## config.mk

```make
export PLATFORM = sky130hd
export DESIGN_NAME = bipolar_line_encoder
export DESIGN_NICKNAME = d
export VERILOG_FILES = /design/src/rtl/lcode_pkg.sv /design/src/rtl/lcode_window.sv /design/src/rtl/lcode_polarity.sv /design/src/rtl/lcode_lane.sv /design/src/rtl/bipolar_line_encoder.sv
export SDC_FILE = /design/constraint.sdc
export NUM_CORES = 1
export LEC_CHECK = 0
export CAP_MARGIN = 20
export CORE_MARGIN = 10
export CORE_UTILIZATION = 46
export DETAILED_ROUTE_END_ITERATION = 10
export PLACE_DENSITY_LB_ADDON = 0.15
export SLEW_MARGIN = 20
export SYNTH_ARGS = -nofsm -noshare
export SYNTH_HDL_FRONTEND = slang
export SYNTH_HIERARCHICAL = 1
export SYNTH_SLANG_ARGS = --single-unit
```

## constraint.sdc

```tcl
create_clock -name clk -period 3.6 [get_ports clk]
set_input_delay 0.72 -clock clk [delete_from_list [all_inputs] [get_ports clk]]
set_output_delay 0.72 -clock clk [all_outputs]
set_load 0.05 [all_outputs]
```

## src/rtl/lcode_pkg.sv

```systemverilog
// Shared types and code tables for the bipolar line encoder.
// Assumes: mode values and group lengths are fixed by the line codes themselves.
package lcode_pkg;

    localparam int WIN_MAX = 8;

    typedef enum logic [1:0] {
        MODE_AMI  = 2'b00,
        MODE_B8   = 2'b01,
        MODE_B6   = 2'b10,
        MODE_HDB3 = 2'b11
    } lc_mode_e;

    // Symbol tokens held in the look-ahead window.
    typedef enum logic [2:0] {
        TK_EMPTY = 3'd0,
        TK_ZERO  = 3'd1,
        TK_MARK  = 3'd2,
        TK_BIP   = 3'd3,
        TK_VIOL  = 3'd4
    } lc_tok_e;

    // Window length (and latency) for each code.
    function automatic int win_len(input lc_mode_e m);
        case (m)
            MODE_B8:   return 8;
            MODE_B6:   return 6;
            MODE_HDB3: return 4;
            default:   return 1;
        endcase
    endfunction

    // Token at time position t (0 = earliest) of a substitution group.
    function automatic lc_tok_e sub_tok(input lc_mode_e m, input int t, input logic even);
        lc_tok_e r;
        r = TK_ZERO;
        case (m)
            MODE_B8: begin
                if (t == 3 || t == 6)      r = TK_VIOL;
                else if (t == 4 || t == 7) r = TK_BIP;
            end
            MODE_B6: begin
                if (t == 1 || t == 4)      r = TK_VIOL;
                else if (t == 2 || t == 5) r = TK_BIP;
            end
            MODE_HDB3: begin
                if (t == 3)                r = TK_VIOL;
                else if (t == 0 && even)   r = TK_BIP;
            end
            default: r = TK_ZERO;
        endcase
        return r;
    endfunction

endpackage

```

## src/rtl/lcode_window.sv

```systemverilog
// Look-ahead token window. Shifts one token in per falling edge and presents
// the token at the active depth as the head. When the newest group of
// window-length slots holds only real zeros, it rewrites them with the
// substitution tokens of the selected code.
// Assumes: mode is held steady outside reset; par_even reflects the pulse
// count after the head consumed on this same edge.
module lcode_window
    import lcode_pkg::*;
#(
    parameter int SLOTS = WIN_MAX
) (
    input  logic     clk,
    input  logic     rst_n,
    input  lc_mode_e mode,
    input  logic     nrz,
    input  logic     par_even,
    output lc_tok_e  head
);

    lc_tok_e win [SLOTS];
    lc_tok_e nxt [SLOTS];
    int      depth;
    logic    run_full;

    // Active window depth for the selected code.
    always_comb depth = win_len(mode);

    // Select the oldest active slot as the head token.
    always_comb begin
        head = TK_EMPTY;
        for (int i = 0; i < SLOTS; i++) begin
            if (i == depth - 1) head = win[i];
        end
    end

    // Detect a complete zero group formed by the incoming bit and the newest slots.
    always_comb begin
        run_full = (mode != MODE_AMI) && !nrz;
        for (int i = 0; i < SLOTS - 1; i++) begin
            if ((i + 2 <= depth) && (win[i] != TK_ZERO)) run_full = 1'b0;
        end
    end

    // Build the next window: plain shift, or shift with substitution overlay.
    always_comb begin
        nxt[0] = nrz ? TK_MARK : TK_ZERO;
        for (int i = 1; i < SLOTS; i++) nxt[i] = win[i-1];
        if (run_full) begin
            for (int i = 0; i < SLOTS; i++) begin
                if (i < depth) nxt[i] = sub_tok(mode, depth - 1 - i, par_even);
            end
        end
    end

    // Window storage, advanced on the sampling (falling) edge.
    always_ff @(negedge clk) begin
        for (int i = 0; i < SLOTS; i++) begin
            if (!rst_n) win[i] <= TK_EMPTY;
            else        win[i] <= nxt[i];
        end
    end

endmodule

```

## src/rtl/lcode_polarity.sv

```systemverilog
// Polarity assignment. Turns the head token into a signed mark. A normal mark
// or B pulse takes the opposite of the previous polarity; a V pulse repeats it.
// Keeps the odd/even pulse count used by the four-zero code, which restarts
// on every substitution violation.
// Assumes: head is stable between falling edges.
module lcode_polarity
    import lcode_pkg::*;
(
    input  logic     clk,
    input  logic     rst_n,
    input  lc_mode_e mode,
    input  lc_tok_e  head,
    output logic     emit_pos,
    output logic     emit_neg,
    output logic     par_even
);

    logic last_pos;
    logic par_odd;
    logic is_mark;
    logic pol_pos;
    logic par_nxt;

    // Decide whether the head is a pulse and which polarity it takes.
    always_comb begin
        is_mark = (head == TK_MARK) || (head == TK_BIP) || (head == TK_VIOL);
        pol_pos = (head == TK_VIOL) ? last_pos : !last_pos;
    end

    // Next pulse-count parity; a four-zero-code violation closes the count.
    always_comb begin
        if (head == TK_VIOL && mode == MODE_HDB3) par_nxt = 1'b0;
        else if (is_mark)                         par_nxt = !par_odd;
        else                                      par_nxt = par_odd;
        par_even = !par_nxt;
    end

    // Register the emitted symbol and the running state.
    always_ff @(negedge clk) begin
        if (!rst_n) begin
            emit_pos <= 1'b0;
            emit_neg <= 1'b0;
            last_pos <= 1'b0;
            par_odd  <= 1'b0;
        end else begin
            emit_pos <= is_mark && pol_pos;
            emit_neg <= is_mark && !pol_pos;
            if (is_mark) last_pos <= pol_pos;
            par_odd  <= par_nxt;
        end
    end

endmodule

```

## src/rtl/lcode_lane.sv

```systemverilog
// One output lane. Launches its symbol on the rising edge with the idle and
// alarm overrides applied, and gates it with the clock-high phase so the line
// returns to zero.
// Assumes: override inputs are stable around the rising edge.
module lcode_lane (
    input  logic clk,
    input  logic rst_n,
    input  logic oe_n,
    input  logic force_ais,
    input  logic sym,
    output logic q,
    output logic line
);

    // Launch register with idle taking priority over alarm.
    always_ff @(posedge clk) begin
        if (!rst_n)         q <= 1'b0;
        else if (oe_n)      q <= 1'b0;
        else if (force_ais) q <= 1'b1;
        else                q <= sym;
    end

    // Return-to-zero shaping.
    assign line = q & clk;

endmodule

```

## src/rtl/bipolar_line_encoder.sv

```systemverilog
// Multi-mode bipolar line encoder top. Serial binary in; positive and negative
// return-to-zero mark lines out. Window, polarity tracker and two output lanes.
// Assumes: mode changes only while rst_n is low.
module bipolar_line_encoder
    import lcode_pkg::*;
#(
    parameter int WIN_SLOTS = WIN_MAX
) (
    input  logic       clk,
    input  logic       rst_n,
    input  logic [1:0] mode,
    input  logic       nrz_in,
    input  logic       oe_n,
    input  logic       force_ais,
    output logic       pos_out,
    output logic       neg_out
);

    localparam int LANES = 2;

    lc_mode_e         mode_e;
    lc_tok_e          head_tok;
    logic             par_even;
    logic             emit_pos;
    logic             emit_neg;
    logic [LANES-1:0] lane_sym;
    logic [LANES-1:0] lane_q;
    logic [LANES-1:0] lane_line;

    assign mode_e = lc_mode_e'(mode);

    lcode_window #(.SLOTS(WIN_SLOTS)) u_window (
        .clk      (clk),
        .rst_n    (rst_n),
        .mode     (mode_e),
        .nrz      (nrz_in),
        .par_even (par_even),
        .head     (head_tok)
    );

    lcode_polarity u_polarity (
        .clk      (clk),
        .rst_n    (rst_n),
        .mode     (mode_e),
        .head     (head_tok),
        .emit_pos (emit_pos),
        .emit_neg (emit_neg),
        .par_even (par_even)
    );

    assign lane_sym = {emit_neg, emit_pos};

    for (genvar g = 0; g < LANES; g++) begin : g_lane
        lcode_lane u_lane (
            .clk       (clk),
            .rst_n     (rst_n),
            .oe_n      (oe_n),
            .force_ais (force_ais),
            .sym       (lane_sym[g]),
            .q         (lane_q[g]),
            .line      (lane_line[g])
        );
    end

    assign pos_out = lane_line[0];
    assign neg_out = lane_line[1];

endmodule

```

Word level (Yosys, flattened, before mapping)
Memories as Yosys holds them, arrays and structs flattened. Index checks and enable logic that the tools add are counted.

Add/subtract/negate cells: 8. Order comparisons: 15. Eq/ne operators: 76. Muxes and demuxes: 97. Bitwise gates (word level): 11. Reductions and logical operators: 68.

Operators with widths (number): 32-bit by 4-bit == test with 1-bit output, second input constant (32); 32-bit by 3-bit == test with 1-bit output, second input constant (16); 32-bit by 2-bit == test with 1-bit output, second input constant (8); 32-bit zero test (8); 3-bit two-way mux (48); 4-bit by 32-bit == test with 1-bit output, first input constant (4); 32-bit by 4-bit subtractor with 32-bit output, second input constant (4); 3-bit one-hot mux with 3 select lines (8); 3-bit by 32-bit == test with 1-bit output, first input constant (2); 32-bit by 3-bit subtractor with 32-bit output, second input constant (2); 2-bit two-way mux (25); 1-bit logical OR (34); 2-bit by 32-bit == test with 1-bit output, first input constant (1); 32-bit by 2-bit subtractor with 32-bit output, second input constant (1); 24-bit two-way mux (1); 3-bit by 1-bit != test with 1-bit output, second input constant (7); 1-bit logical AND (19); 3-bit by 4-bit less-or-equal comparator with 1-bit output, first input constant (4); 3-bit by 4-bit less-than comparator with 1-bit output, first input constant (4); 1-bit two-way mux (14); 4-bit one-hot mux with 3 select lines (1); 2-bit by 4-bit less-or-equal comparator with 1-bit output, first input constant (2); 1-bit by 4-bit less-than comparator with 1-bit output, first input constant (2); 2-bit by 4-bit less-than comparator with 1-bit output, first input constant (2); other kinds (12) (26).

Register bits: 6. Bits in writable memories: 24. Output and inout port bits: 2. Logic and storage cells: 282. Memories kept: 1.

Memories: u_window.win (words 8, bits a word 3, read ports 8, clocked after memory_dff 0, wr ports 8, line lcode_window.sv:20) `lc_tok_e win [SLOTS];`.

Logic depth before layout (Yosys ltp)
Depth in word-level cells: 25. Depth in mapped cells: 16. Gate-level depth less buffers: 15.

Cells and area by module
The synthesis kept the hierarchy.

By module, submodules not included: lcode_window (instances 1, cells an instance 180, area each 1490.2 um^2); lcode_polarity (instances 1, cells an instance 21, area each 192.7 um^2); lcode_lane (instances 2, cells an instance 4, area each 42.5 um^2).

==> qor.yml <==
ff2ff_path_depth: 2
fin_setup_tns_ns: -12.52
drc: 0
final.setup.worst_slack_ns: -0.949
drt_iter0_markers: 236
slew_headroom_pct: 66.5
detail-route-antenna-nets: 0
yosys_warnings: 6
grtUsageMet3_pct: 9.17
track_usage_pct: 19.0
finalSetupViolCount: 25
start_util_pct: 47.9
clock_skew_ns: 0.0737
areaGrowthSynthToFinish_pct: 66.3
grt_first_pass_wirelength_um: 9500
hold_path_depth: 2
async_reset_ff_share_pct: 0
worst_pin_slew_ns: 0.501
place.port_buffers: 8
synth_edf_count: 0
violations: "negative setup slack"
drv_slew: 0
cpLargestDelayFamily: "compound AO/OA/AOI/OAI gates"
outcome: "finished, violations left"
swShare_pct: 32.0
p_comb_share_pct: 18.5
worstPathRequired_ns: 2.21
antenna_found_initial: 0
dieWidth_um: 82.0
synth_most_common_cell: "nand2_1"
grt_max_degree: 20
dp_cells: 295
max_stage_delay_ns: 0.41
power_leakage_nw: 1.29
crit_slowest_cell: "a2111oi_4"
seq_area_frac_synth_pct: 34.0
wl_um: 7040
whs_ns: 0.444
grt_setup_unrepaired: "true"
synth.distinct_cells: 44
n_antenna_cell: 0
seq_power_share_pct: 30.3
vdd_ir_drop_max_uv: 234
ctsHoldBuffers: 0
synthesis.nets: 225
instances_no_fill: 345
critPathMaxFanout: 4
max_cap_viol_count: 0
wl_per_cell_um: 20.4
timing.rr.end: "g_lane[1].u_lane/q"
synth_area_leaders: "dfxtp_1, mux2i_1, nand2_1"
worstHoldEndpoint: "u_window/win[1][7]"
nets: 312
io_pins: 9
grt_use_met2_pct: 29.6
worst_r2r_startpoint: "u_polarity/emit_neg"
share_clk_of_total_power_pct: 51.2
hold_start: "u_window/win[1][4]"
routed_via_density: 6.08
rows: 22
multi_input_area_um2: 1380
gp_congestion: 0.885
hold_path_class: "reg -> reg"
switchingPower_mw: 0.374
synth_top_area_share_pct: 34.0
power_density_nw_per_um2: 397
clk_pin_slew_worst_paths_ns: 0.03
cts_tree: "done"
arrival_ns: 3.16
critical_path_buf_inv_count: 4
syn_avg_cell_area_um2: 8.46
dieArea_um2: 6720
grt_use_met1_pct: 19.3
coreArea_um2: 3690
crit_path_start_kind: "input port"
rrSetupSlack_ns: 1.10
place_ws_ns: -2.05
seq_area_um2: 601
synth.cell_area_um2: 1770
dr.pass1.iters: 5
final_layout_size_suffix_gt1_share_pct: 37.4
overflow: 0
path_common_cell: "ha_4"
yosysTopAreaCell: "dfxtp_1"
postSynthCellCount: 209
path_class: "in -> reg"
dieHeight_um: 82.0
synthTopCellsByCount: "nand2_1, dfxtp_1, inv_1, mux2i_1, clkbuf_1"
fill_cells: 229
synth_flop_cell: "dfxtp_1"
synth_seq_cells: 30
busiest_layer: "met2"
insertion_delay_ns: 0.47
path_cells: "buf_12, inv_16, ha_4, inv_4, ha_4, nor3b_4, mux2i_2, a2111oi_4, o31ai_4, buf_6, xor2_2, o21ai_2, nand3_1, a21oi_1, a22o_1"
grt_pass1_vias: 1982
cp-end-kind: "register"
hold_viol_final: 0
place_hpwl_um: 3750
intPower_mw: 0.794
vias: 2098
worst max path at each step:
stage | startpoint | end | slack (ns) | cells after the start
2_1_floorplan | mode[1] | u_window/win[0][10] | -1.08 | 15
3_3_place_gp | mode[1] | u_window/win[0][10] | -2.06 | 16
3_5_place_dp | mode[1] | u_polarity/last_pos | -2.05 | 15
4_1_cts | mode[1] | u_window/win[0][10] | -0.94 | 17
5_1_grt | mode[1] | u_window/win[0][4] | -1.06 | 16
6_report | mode[1] | u_window/win[1][4] | -0.95 | 15
layout by cell type, fill, tap and decap left out, types with 4 or more instances in the layout:
cell / count
and2_1: 7
clkdlybuf4s50_1: 6
clkbuf_8: 9
nand2_1: 30
nor2_1: 5
mux2i_1: 10
dfxtp_1: 30
a22o_1: 4
inv_1: 36
o21ai_0: 5
buf_4: 46
ha_4: 6
nor4b_4: 4
buf_6: 9
and3b_1: 5
nand3_1: 5
nor2b_1: 4
a21oi_1: 4
registers in the layout, summed over array words and instances (netlist names):
signal,flops
g_lane.u_lane/q,2
u_polarity/emit_neg,1
u_polarity/emit_pos,1
u_polarity/last_pos,1
u_polarity/par_odd,1
u_window/win,24
power by group through the flow:
stage | logic (mW) | registers (mW) | clock network [mW]
finish | 0.216 | 0.354 | 0.598
global route | 0.227 | 0.354 | 0.661
CTS | 0.182 | 0.352 | 0.599
detailed placement | 0.154 | 0.356 | 0.0734
global placement | 0.151 | 0.355 | 0.0734
floorplan | 0.0863 | 0.353 | 0.0670
metrics by stage:
| stage | area (um2) | power (mW) | util, % |
|---|---|---|---|
| floorplan | 1870 | 0.506 | - |
| global placement | 2270 | 0.580 | 61.6 |
| detailed placement | 2270 | 0.584 | 61.6 |
| CTS | 2760 | 1.13 | 74.8 |
| global route | 2940 | 1.24 | 79.7 |
| finish | 2940 | 1.17 | 79.7 |
metal layers:
metal  vias to the layer above  wire length (um)
met2                       161              3390
met1                       970              2540
met4                         0               464
met3                        50               641
li1                        917                 -
met5                         -                 0
worst min-delay path, stage by stage (launching register included):
cell	delay [ns]
dfxtp_1	0.30
nand2_1	0.06
nor2_1	0.04
cell families after synthesis:
kind of cell | after synthesis | synth area share (%)
buf+inv | 26 | 5.87
fa+ha+maj | 9 | 6.37
mux | 12 | 6.79
xor+xnor | 1 | 0.495
simple gates | 89 | 29.4
compound gates | 42 | 17.1
flops | 30 | 34.0
final cells by class:
class	instances	share of cell area, %
clock inverter	31	4.89
multi-input combinational	153	47.0
clock buffer	11	4.89
tap	48	2.04
inverter	10	2.17
sequential	30	20.4
timing repair buffer	62	18.6
repair_timing:
item / in CTS / in global routing
gates cloned: 1 / 0
gates resized for setup: 46 / 28
pin swaps: 15 / 17
endpoints found under the setup margin: 25 / 25
setup buffers: 5 / 9
Note: power is estimated with default switching activity, not from simulation.
